[src/rtl/tws_pkg.sv]
package tws_pkg;

    parameter int DATA_W = 8;
    parameter int CNT_W  = 4;

    typedef enum logic [1:0] {
        REG_DATA = 2'd0,
        REG_CNT  = 2'd1,
        REG_STAT = 2'd2,
        REG_CTRL = 2'd3
    } reg_sel_e;

    // status register, bit 0 in the lowest field
    typedef struct packed {
        logic hold;
        logic stop;
        logic ovf;
        logic start;
    } stat_t;

    typedef struct packed {
        logic latch;
        logic oe;
    } ctrl_t;

    typedef struct packed {
        logic scl_rise;
        logic scl_fall;
        logic start;
        logic stop;
    } bus_evt_t;

    // open-drain: pull low unless the AND of latch and MSB releases the line
    function automatic logic pad_pull_low(input logic oe, input logic latch, input logic msb);
        return oe & ~(latch & msb);
    endfunction

endpackage

[src/rtl/tws_sync.sv]
module tws_sync #(
    parameter int W       = 2,
    parameter int STAGES  = 2,
    parameter logic RST_V = 1'b1
) (
    input  logic         clk,
    input  logic         rst,
    input  logic [W-1:0] din,
    output logic [W-1:0] dout
);
    logic [W-1:0] chain [STAGES];

    always_ff @(posedge clk) begin
        if (rst) chain[0] <= {W{RST_V}};
        else     chain[0] <= din;
    end

    for (genvar g = 1; g < STAGES; g++) begin : g_stage
        always_ff @(posedge clk) begin
            if (rst) chain[g] <= {W{RST_V}};
            else     chain[g] <= chain[g-1];
        end
    end

    assign dout = chain[STAGES-1];
endmodule

[src/rtl/tws_detect.sv]
module tws_detect
    import tws_pkg::*;
(
    input  logic     clk,
    input  logic     rst,
    input  logic     scl,
    input  logic     sda,
    output bus_evt_t evt
);
    logic scl_p, sda_p;

    always_ff @(posedge clk) begin
        if (rst) begin
            scl_p <= 1'b1;
            sda_p <= 1'b1;
        end else begin
            scl_p <= scl;
            sda_p <= sda;
        end
    end

    always_comb begin
        evt.scl_rise = scl & ~scl_p;
        evt.scl_fall = ~scl & scl_p;
        evt.start    = scl & scl_p & sda_p & ~sda;
        evt.stop     = scl & scl_p & ~sda_p & sda;
    end

    // a condition never coincides with a clock edge or with the other condition
    p_evt_exclusive_r9: assert property (@(posedge clk) disable iff (rst)
        $onehot0({evt.scl_rise, evt.scl_fall, evt.start, evt.stop}));
endmodule

[src/rtl/tws_shift.sv]
module tws_shift
    import tws_pkg::*;
#(
    parameter int DW = DATA_W,
    parameter int CW = CNT_W
) (
    input  logic          clk,
    input  logic          rst,
    input  bus_evt_t      evt,
    input  logic          sda,
    input  logic          data_wr,
    input  logic [DW-1:0] data_wdata,
    input  logic          cnt_wr,
    input  logic [CW-1:0] cnt_wdata,
    output logic [DW-1:0] data_q,
    output logic [CW-1:0] cnt_q,
    output logic          wrap
);
    localparam logic [CW-1:0] CNT_MAX = {CW{1'b1}};

    logic smp_q;
    logic any_edge;

    assign any_edge = evt.scl_rise | evt.scl_fall;
    assign wrap     = any_edge & ~cnt_wr & (cnt_q == CNT_MAX);

    always_ff @(posedge clk) begin
        if (rst) begin
            data_q <= '0;
            cnt_q  <= '0;
            smp_q  <= 1'b0;
        end else begin
            if (evt.scl_rise) smp_q <= sda;
            if (data_wr)            data_q <= data_wdata;
            else if (evt.scl_fall)  data_q <= {data_q[DW-2:0], smp_q};
            if (cnt_wr)             cnt_q <= cnt_wdata;
            else if (any_edge)      cnt_q <= cnt_q + 1'b1;
        end
    end

    // every unshadowed clock edge advances the counter by one
    p_cnt_step_r3: assert property (@(posedge clk) disable iff (rst)
        (any_edge && !cnt_wr) |=> cnt_q == $past(cnt_q) + 1'b1);

    // a counter write takes effect regardless of bus edges
    p_cnt_load_r5: assert property (@(posedge clk) disable iff (rst)
        cnt_wr |=> cnt_q == $past(cnt_wdata));
endmodule

[src/rtl/tws_top.sv]
module tws_top
    import tws_pkg::*;
(
    input  logic       clk,
    input  logic       rst,
    input  logic [1:0] reg_addr,
    input  logic       reg_wr,
    input  logic [7:0] reg_wdata,
    output logic [7:0] reg_rdata,
    input  logic       scl_in,
    input  logic       sda_in,
    output logic       scl_drive_low,
    output logic       sda_drive_low,
    output logic       irq
);
    localparam int STAT_W = $bits(stat_t);
    localparam int CTRL_W = $bits(ctrl_t);

    logic [1:0]        line_s;
    bus_evt_t          evt;
    logic [DATA_W-1:0] data_q;
    logic [CNT_W-1:0]  cnt_q;
    logic              wrap;
    stat_t             stat_q;
    ctrl_t             ctrl_q;
    logic              hold_q;
    logic              start_nxt, ovf_nxt, stop_nxt, hold_nxt;
    logic              wr_data, wr_cnt, wr_stat, wr_ctrl;
    reg_sel_e          sel;

    assign sel     = reg_sel_e'(reg_addr);
    assign wr_data = reg_wr && (sel == REG_DATA);
    assign wr_cnt  = reg_wr && (sel == REG_CNT);
    assign wr_stat = reg_wr && (sel == REG_STAT);
    assign wr_ctrl = reg_wr && (sel == REG_CTRL);

    tws_sync #(.W(2), .STAGES(2), .RST_V(1'b1)) u_sync (
        .clk  (clk),
        .rst  (rst),
        .din  ({scl_in, sda_in}),
        .dout (line_s)
    );

    tws_detect u_detect (
        .clk (clk),
        .rst (rst),
        .scl (line_s[1]),
        .sda (line_s[0]),
        .evt (evt)
    );

    tws_shift #(.DW(DATA_W), .CW(CNT_W)) u_shift (
        .clk        (clk),
        .rst        (rst),
        .evt        (evt),
        .sda        (line_s[0]),
        .data_wr    (wr_data),
        .data_wdata (reg_wdata[DATA_W-1:0]),
        .cnt_wr     (wr_cnt),
        .cnt_wdata  (reg_wdata[CNT_W-1:0]),
        .data_q     (data_q),
        .cnt_q      (cnt_q),
        .wrap       (wrap)
    );

    // sticky flags: a new event wins over a same-cycle clear
    always_comb begin
        start_nxt = (stat_q.start & ~(wr_stat & reg_wdata[0])) | evt.start;
        ovf_nxt   = (stat_q.ovf   & ~(wr_stat & reg_wdata[1])) | wrap;
        stop_nxt  = (stat_q.stop  & ~(wr_stat & reg_wdata[2])) | evt.stop;
        hold_nxt  = (hold_q | evt.scl_fall) & (start_nxt | ovf_nxt);
    end

    always_ff @(posedge clk) begin
        if (rst) begin
            stat_q <= '0;
            hold_q <= 1'b0;
            ctrl_q <= '{latch: 1'b1, oe: 1'b0};
        end else begin
            stat_q.start <= start_nxt;
            stat_q.ovf   <= ovf_nxt;
            stat_q.stop  <= stop_nxt;
            stat_q.hold  <= hold_nxt;
            hold_q       <= hold_nxt;
            if (wr_ctrl) ctrl_q <= ctrl_t'(reg_wdata[CTRL_W-1:0]);
        end
    end

    always_comb begin
        case (sel)
            REG_DATA: reg_rdata = data_q;
            REG_CNT:  reg_rdata = {{(8-CNT_W){1'b0}}, cnt_q};
            REG_STAT: reg_rdata = {{(8-STAT_W){1'b0}}, stat_q};
            default:  reg_rdata = {{(8-CTRL_W){1'b0}}, ctrl_q};
        endcase
    end

    assign sda_drive_low = pad_pull_low(ctrl_q.oe, ctrl_q.latch, data_q[DATA_W-1]);
    assign scl_drive_low = hold_q;
    assign irq           = stat_q.start | stat_q.ovf;

    // a detected start is latched on the following cycle
    p_start_latch_r2: assert property (@(posedge clk) disable iff (rst)
        evt.start |=> stat_q.start);

    // overflow only appears after the counter stood at its maximum
    p_ovf_wrap_r4: assert property (@(posedge clk) disable iff (rst)
        $rose(stat_q.ovf) |-> $past(cnt_q) == {CNT_W{1'b1}});

    // the data pad is released whenever the drive is disabled
    p_sda_release_r7: assert property (@(posedge clk) disable iff (rst)
        !ctrl_q.oe |-> !sda_drive_low);

    // clock hold only exists while a start or overflow is pending
    p_hold_flag_r8: assert property (@(posedge clk) disable iff (rst)
        scl_drive_low |-> (stat_q.start || stat_q.ovf));

    // a stop never begins a clock hold
    p_stop_no_hold_r9: assert property (@(posedge clk) disable iff (rst)
        (evt.stop && !hold_q) |=> !hold_q);
endmodule

[config.mk]
export PLATFORM = sky130hd
export DESIGN_NAME = tws_top
export DESIGN_NICKNAME = d
export VERILOG_FILES = /design/src/rtl/tws_pkg.sv /design/src/rtl/tws_sync.sv /design/src/rtl/tws_detect.sv /design/src/rtl/tws_shift.sv /design/src/rtl/tws_top.sv
export SDC_FILE = /design/constraint.sdc
export NUM_CORES = 1
export LEC_CHECK = 0
export BUFFER_PORTS_ARGS = -buffer_cell sky130_fd_sc_hd__buf_2
export CAP_MARGIN = 20
export CORE_MARGIN = 2
export CORE_UTILIZATION = 35
export DETAILED_ROUTE_END_ITERATION = 10
export GPL_ROUTABILITY_DRIVEN = 0
export SLEW_MARGIN = 20
export SYNTH_ARGS = -nofsm -noshare
export SYNTH_HDL_FRONTEND = slang
export SYNTH_SLANG_ARGS = --single-unit
[constraint.sdc]
create_clock -name clk -period 1.85 [get_ports clk]
set_input_delay 0.2775 -clock clk [delete_from_list [all_inputs] [get_ports clk]]
set_output_delay 0.2775 -clock clk [all_outputs]
set_load 0.05 [all_outputs]
==> flow_metrics.tcl, run 1 <==
set metrics [dict create \
    dp_hpwl_um 1810 \
    clkSlewWorstSetupHoldPaths_ns 0.14 \
    cp-startpoint "u_shift.cnt_q[0]" \
    die_area_um2 3990 \
    cp.required_ns 1.57 \
    synth.top_cells.by_count "25 x dfxtp_1, 19 x nor2_1, 15 x mux2i_1" \
    fin_ws_ns 0.163 \
    grt_use_total_pct 13.2 \
    timing.rr.end "u_shift.cnt_q[3]" \
    clockBufferDepth 2 \
    drt_iter0_drc 35 \
    ff2ff_path_depth 5 \
    synth_flop_cell "dfxtp_1" \
    cp_top_family "multiplexers" \
    port_buffers 25 \
    fmax_ghz 0.593 \
    worstMarginPinSlew_ns 0.627 \
    post-route-util_pct 41.6 \
    area_delta_synth_final_pct 14.2 \
    end_kind "primary output" \
    holdWs_ns 0.129 \
    critPathLaunchType "register" \
    nets 163 \
    core.rowCount 21 \
    cp.arrival_ns 1.41 \
    r2r_slack_ns 0.38 \
    ys_ff_latch 25 \
    htree_levels 1 \
    die_width_um 63.2 \
    p_leak_nw 0.600 \
    clk_latency_ns 0.32 \
    cp_num_buf_inv 1 \
    use_met3_pct 3.93 \
    die_h_um 63.2 \
    cp_max_fo 4 \
    final_cells 189 \
    tns_ns 0 \
    io_pins 26 \
    hold_violations 0 \
    ys.warnings.count 0 \
    cpMaxStageDelayCell "mux4_2" \
    syn_avg_cell_area_um2 10.1 \
    drive_gt1_share_pct 32.2 \
    seq_area_frac_synth_pct 40.8 \
    r2r-start "u_detect.scl_p" \
    drt-pass1-iter-count 4 \
    hold_class "in -> reg" \
    grt_use_met2_pct 20.5 \
    period_needed_ns 1.69 \
    postCtsSetupRepairBufs 0 \
    hp-start "scl_in" \
    wl_per_cell_um 13.2 \
    cts_hold_buf 0 \
    synth_edf_count 0 \
    syn_inst 121 \
    path_class "reg -> out" \
    grt_pass1_vias 876 \
    synth_top_area_cell "dfxtp_1" \
    place_area_um2 1370 \
    synth.distinct_cells 27 \
    p_per_area_nw_per_um2 718 \
    syn-num-nets 140 \
    peakVddDrop_v 0.000516 \
    drv_cap 0 \
    vias 930 \
    diodes 0 \
    cpPeakStageDelay_ns 0.48 \
    power_mw 1.00 \
    vias_per_cell 4.92 \
    min_to "u_sync.chain[0][1]" \
    overflow 0 \
    crit_chain "mux4_2 > buf_2" \
    ys_async_sr_fraction_pct 0 \
    clockRootBuffer "clkbuf_4" \
    numClockSinks 25 \
    core_area_um2 3360 \
    drc_errors 0 \
    synth_most_common_cell "dfxtp_1" \
    cts_tree "built" \
    grt_max_degree 26 \
    initial_utilization_pct 36.5 \
    setup_viol 0 \
    synth_top_cell_area_share_pct 40.8 \
    cts_buffers 3 \
    min_period_over_period_pct 91.2 \
    outcome "finished clean" \
    postCtsResizedCells 0 \
    dp_slack_ns 0.286 \
    design_area_um2 1400 \
    ant_nets 0 \
    antenna_found_initial 0 \
    rsz0062_at_grt "false" \
    synthTopCellsByArea "dfxtp_1 41%, mux2i_1 12%, a211oi_2 8.2%, nor2_1 5.8%, ha_1 4.1%" \
    slew_viol_final 0 \
    routed_wl_um 2500 \
    grt_most_used_layer "met2" \
    slew_headroom_pct 58.2 \
    finalClockSkew_ns 0.00155 \
    grtUsageMet1_pct 18.1 \
    dpl.cell_count 185 \
    synthesis.area_um2 1230 \
    grt_pass1_wl_um 4150 \
    min_path_cells 2 \
]
==> state kept, by name, indices dropped and copies added (netlist names) <==
register,flops
ctrl_q,2
scl_drive_low,1
stat_q,3
u_detect.scl_p,1
u_detect.sda_p,1
u_shift.cnt_q,4
u_shift.data_q,8
u_shift.smp_q,1
u_sync.chain,4
==> placed cells by master (no fill, tap or decap), types with 2 or more instances in the layout <==
cell,n
nand2_1,4
a211oi_1,4
nand4b_1,4
mux2i_1,15
clkbuf_4,3
buf_2,25
mux4_2,2
nor2_1,19
nor2b_1,2
o21ai_1,2
xnor2_1,2
dfxtp_1,25
or2_2,7
and2_1,5
ha_1,4
a2bb2oi_1,2
inv_1,2
a211oi_2,8
==> worst max path at each step <==
stage,cells past startpoint,slack [ns],to
2_1_floorplan,1,0.11,sda_drive_low
3_3_place_gp,3,0.29,reg_rdata[0]
3_5_place_dp,4,0.29,u_shift.data_q[3]
4_1_cts,2,0.16,reg_rdata[0]
5_1_grt,2,0.11,reg_rdata[0]
6_report,2,0.16,reg_rdata[0]
==> layout make-up <==
type | count | area (µm²)
clock buffers | 3 | 22.5
clock inverters | 1 | 5.00
fillers | 360 | 1960
inverters | 2 | 7.51
multi-input cells | 87 | 682
flip-flops and latches | 25 | 500
well taps | 46 | 57.6
repair buffers | 25 | 125
==> logic make-up after synthesis <==
| logic type | share of synthesized area [%] |
|---|---|
| simple gates | 19.3 |
| compound gates | 14.2 |
| buf+inv | 3.57 |
| mux | 15.9 |
| flops | 40.8 |
| xor+xnor | 2.14 |
| fa+ha+maj | 4.08 |
==> worst reg2reg max path, stage by stage, from the launching register on <==
cell	delay (ns)
dfxtp_1	0.38
inv_1	0.05
ha_1	0.36
nand4b_1	0.22
xor2_1	0.16
a211oi_1	0.22
==> report_power, final <==
group,internal (mW),switching [mW]
clock network,0.0810,0.166
registers,0.565,0.0217
logic,0.0692,0.102
total,0.715,0.290
==> routing by layer <==
layer | wire, µm | share of wire [%]
met1 | 1280 | 51
met4 | 13 | 0.52
met2 | 1090 | 43
met3 | 121 | 4.8
met5 | 0 | 0
No activity file was read; power rests on OpenSTA's default activity.
==> run 2: changes to the inputs <==
--- a/config.mk
+++ b/config.mk
@@ -5,6 +5,7 @@
 export SDC_FILE = /design/constraint.sdc
 export NUM_CORES = 1
 export LEC_CHECK = 0
+export ABC_AREA = 1
 export BUFFER_PORTS_ARGS = -buffer_cell sky130_fd_sc_hd__buf_2
 export CAP_MARGIN = 20
 export CORE_MARGIN = 2
==> flow_metrics.tcl, run 2 <==
set metrics [dict create \
    largest_reg_flops 8 \
    cp_max_fo 5 \
    vias_per_cell 4.71 \
    min_period_over_period_pct 91.0 \
    syn_inst 176 \
    io_pins 26 \
    synth_most_common_cell "nand2_1" \
    seq_area_frac_synth_pct 39.7 \
    crit_chain "inv_1 > o21ai_0 > a21oi_1 > o21ai_0 > buf_2" \
    critPathLaunchType "register" \
    peakVddDrop_v 0.000426 \
    drive_gt1_share_pct 22.0 \
    grt_use_total_pct 15.2 \
    hold_class "in -> reg" \
    tns_ns 0 \
    drc_errors 0 \
    die_width_um 64 \
    overflow 0 \
    setup_viol 0 \
    ant_nets 0 \
    dpl.cell_count 247 \
    postCtsSetupRepairBufs 0 \
    comb_power_share_pct 16.6 \
    fillers 347 \
    area_delta_synth_final_pct 16.4 \
    postCtsResizedCells 0 \
    mostFrequentLayoutCell "nand2_1" \
    core_area_um2 3390 \
    synthMuxAreaShare_pct 0 \
    clockRootBuffer "clkbuf_4" \
    drt-pass1-iter-count 4 \
    ys_async_sr_fraction_pct 0 \
    outcome "finished clean" \
    die_h_um 64 \
    holdWs_ns 0.127 \
    reg.largest.list "u_shift.data_q x8, u_shift.cnt_q x4, u_sync.chain x4" \
    synth.distinct_cells 23 \
    slew_viol_final 0 \
    clk_latency_ns 0.32 \
    hold_violations 0 \
    port_buffers 25 \
    synth_edf_count 0 \
    ys_ff_latch 25 \
    final_cell_mix "41 x nand2_1, 26 x inv_1, 25 x dfxtp_1, 25 x buf_2, 17 x nand3_1" \
    yosys.area_share.simple_pct 31.9 \
    hp-start "scl_in" \
    grtUsageMet1_pct 20.7 \
    synth_compound_area_share_pct 13.8 \
    rsz0062_at_grt "false" \
    synth_top_cell_area_share_pct 39.7 \
    wl_per_cell_um 11.3 \
    p_switching_mw 0.298 \
    synth_top_area_cell "dfxtp_1" \
    clockPowerShare_pct 25.3 \
    slew_headroom_pct 83.9 \
    path_class "reg -> out" \
    grt_most_used_layer "met2" \
    use_met3_pct 4.40 \
    nets 225 \
    vias 1182 \
    p_per_area_nw_per_um2 679 \
    cp.required_ns 1.57 \
    routed_wl_um 2830 \
    htree_levels 1 \
    synth_xor_area_share_pct 0 \
    cp.arrival_ns 1.41 \
    synthTopCellsByArea "dfxtp_1 40%, nand2_1 12%, inv_1 7.7%, nand3_1 6.8%, a21oi_1 4.4%" \
    cts_tree "built" \
    syn-num-nets 195 \
    synth_top_family_by_area "simple AND/OR/NAND/NOR gates" \
    fmax_ghz 0.594 \
    cpMaxStageDelayCell "dfxtp_1" \
    cts_hold_buf 0 \
    internal_power_mw 0.697 \
    clockBufferDepth 2 \
    cpPeakStageDelay_ns 0.44 \
    core.rowCount 21 \
    cp-startpoint "u_shift.cnt_q[0]" \
    grt_pass1_wl_um 4940 \
    syn_avg_cell_area_um2 7.16 \
    antenna_found_initial 0 \
    synthesis.area_um2 1260 \
    swShare_pct 29.9 \
    r2r-start "u_detect.scl_p" \
    initial_utilization_pct 37.2 \
    cts_buffers 3 \
    synth.top_cells.by_count "41 x nand2_1, 26 x inv_1, 25 x dfxtp_1" \
    crit_path_frequent_cell "o21ai_0" \
    ys.warnings.count 0 \
    p_leak_nw 0.691 \
    die_area_um2 4100 \
    finalClockSkew_ns 0.00653 \
    end_kind "primary output" \
    final_cells 251 \
    numClockSinks 25 \
    diodes 0 \
    drv_cap 0 \
    clkSlewWorstSetupHoldPaths_ns 0.14 \
    drt_iter0_drc 90 \
    seqPwrFrac_pct 58.1 \
    grt_pass1_vias 1126 \
    synth_fa_ha_area_share_pct 3.97 \
    grt_max_degree 17 \
    dp_hpwl_um 2170 \
    grt_use_met2_pct 23.0 \
    worstMarginPinSlew_ns 0.242 \
    top_register "u_shift.data_q" \
    period_needed_ns 1.68 \
    synth_flop_cell "dfxtp_1" \
]
## run 2: changes by cell type after synthesis, sizes merged, moves of 11 or more
| cell | delta |
|---|---|
| nand3 | +20 |
| a211oi | -12 |
| a21oi | +11 |
| inv | +25 |
| nand2 | +38 |
| mux2i | -15 |
## run 2: area by class of cell
class | count | area, µm² | share of cell area, %
Multi-Input combinational cell | 120 | 626 | 42.7
Sequential cell | 25 | 500 | 34.1
Timing Repair Buffer | 28 | 148 | 10.1
Inverter | 28 | 105 | 7.17
Tap cell | 46 | 57.6 | 3.92
Clock buffer | 3 | 22.5 | 1.54
Clock inverter | 1 | 7.51 | 0.512
## run 2: logic make-up (layout without fill, tap and decap cells)
family,count (synthesis),in the layout
AND/OR/NAND/NOR,85,85
buffers and inverters,31,60
AO/OA/AOI/OAI,31,31
adder cells (fa/ha/maj),4,4
flip-flops,25,25
## run 2: routing by layer
layer | wire length (µm) | part of all wire [%] | up-vias
li1 | - | - | 634
met1 | 1390 | 49 | 519
met2 | 1240 | 44 | 25
met3 | 157 | 5.6 | 4
met4 | 44 | 1.6 | 0
met5 | 0 | 0 | -
## run 2: final timing paths
check	endpoint	slack [ns]	cells after the start
min reg2reg	u_sync.chain[1][1]	0.43	1
max reg2reg	u_shift.cnt_q[0]	0.57	9
min	u_sync.chain[0][1]	0.13	2
max	reg_rdata[0]	0.17	5
## run 2: power by group through the flow
| stage | registers [mW] | clock network [mW] | logic, mW |
|---|---|---|---|
| final | 0.578 | 0.252 | 0.165 |
| after global routing | 0.581 | 0.290 | 0.186 |
| after CTS | 0.578 | 0.265 | 0.166 |
| after detailed placement | 0.590 | 0 | 0.165 |
| after global placement | 0.590 | 0 | 0.165 |
| after floorplan | 0.586 | 0 | 0.113 |
## run 2: worst max-delay path: cells and delay by family, from the launching register on
family	cells	cell delay, ns
DFF	1	0.44
buffers and inverters	2	0.36
AOI/OAI and AO/OA	3	0.29
## run 2: metrics by stage
step / cell area [µm²] / util [%] / power, mW / setup WS [ns]
5_1_grt: 1470 / 43.3 / 1.06 / 0.0454
2_1_floorplan: 1260 / - / 0.699 / 0.137
3_3_place_gp: 1440 / 42.4 / 0.754 / 0.349
6_report: 1470 / 43.3 / 0.995 / 0.167
4_1_cts: 1470 / 43.3 / 1.01 / 0.154
3_5_place_dp: 1440 / 42.4 / 0.754 / 0.339
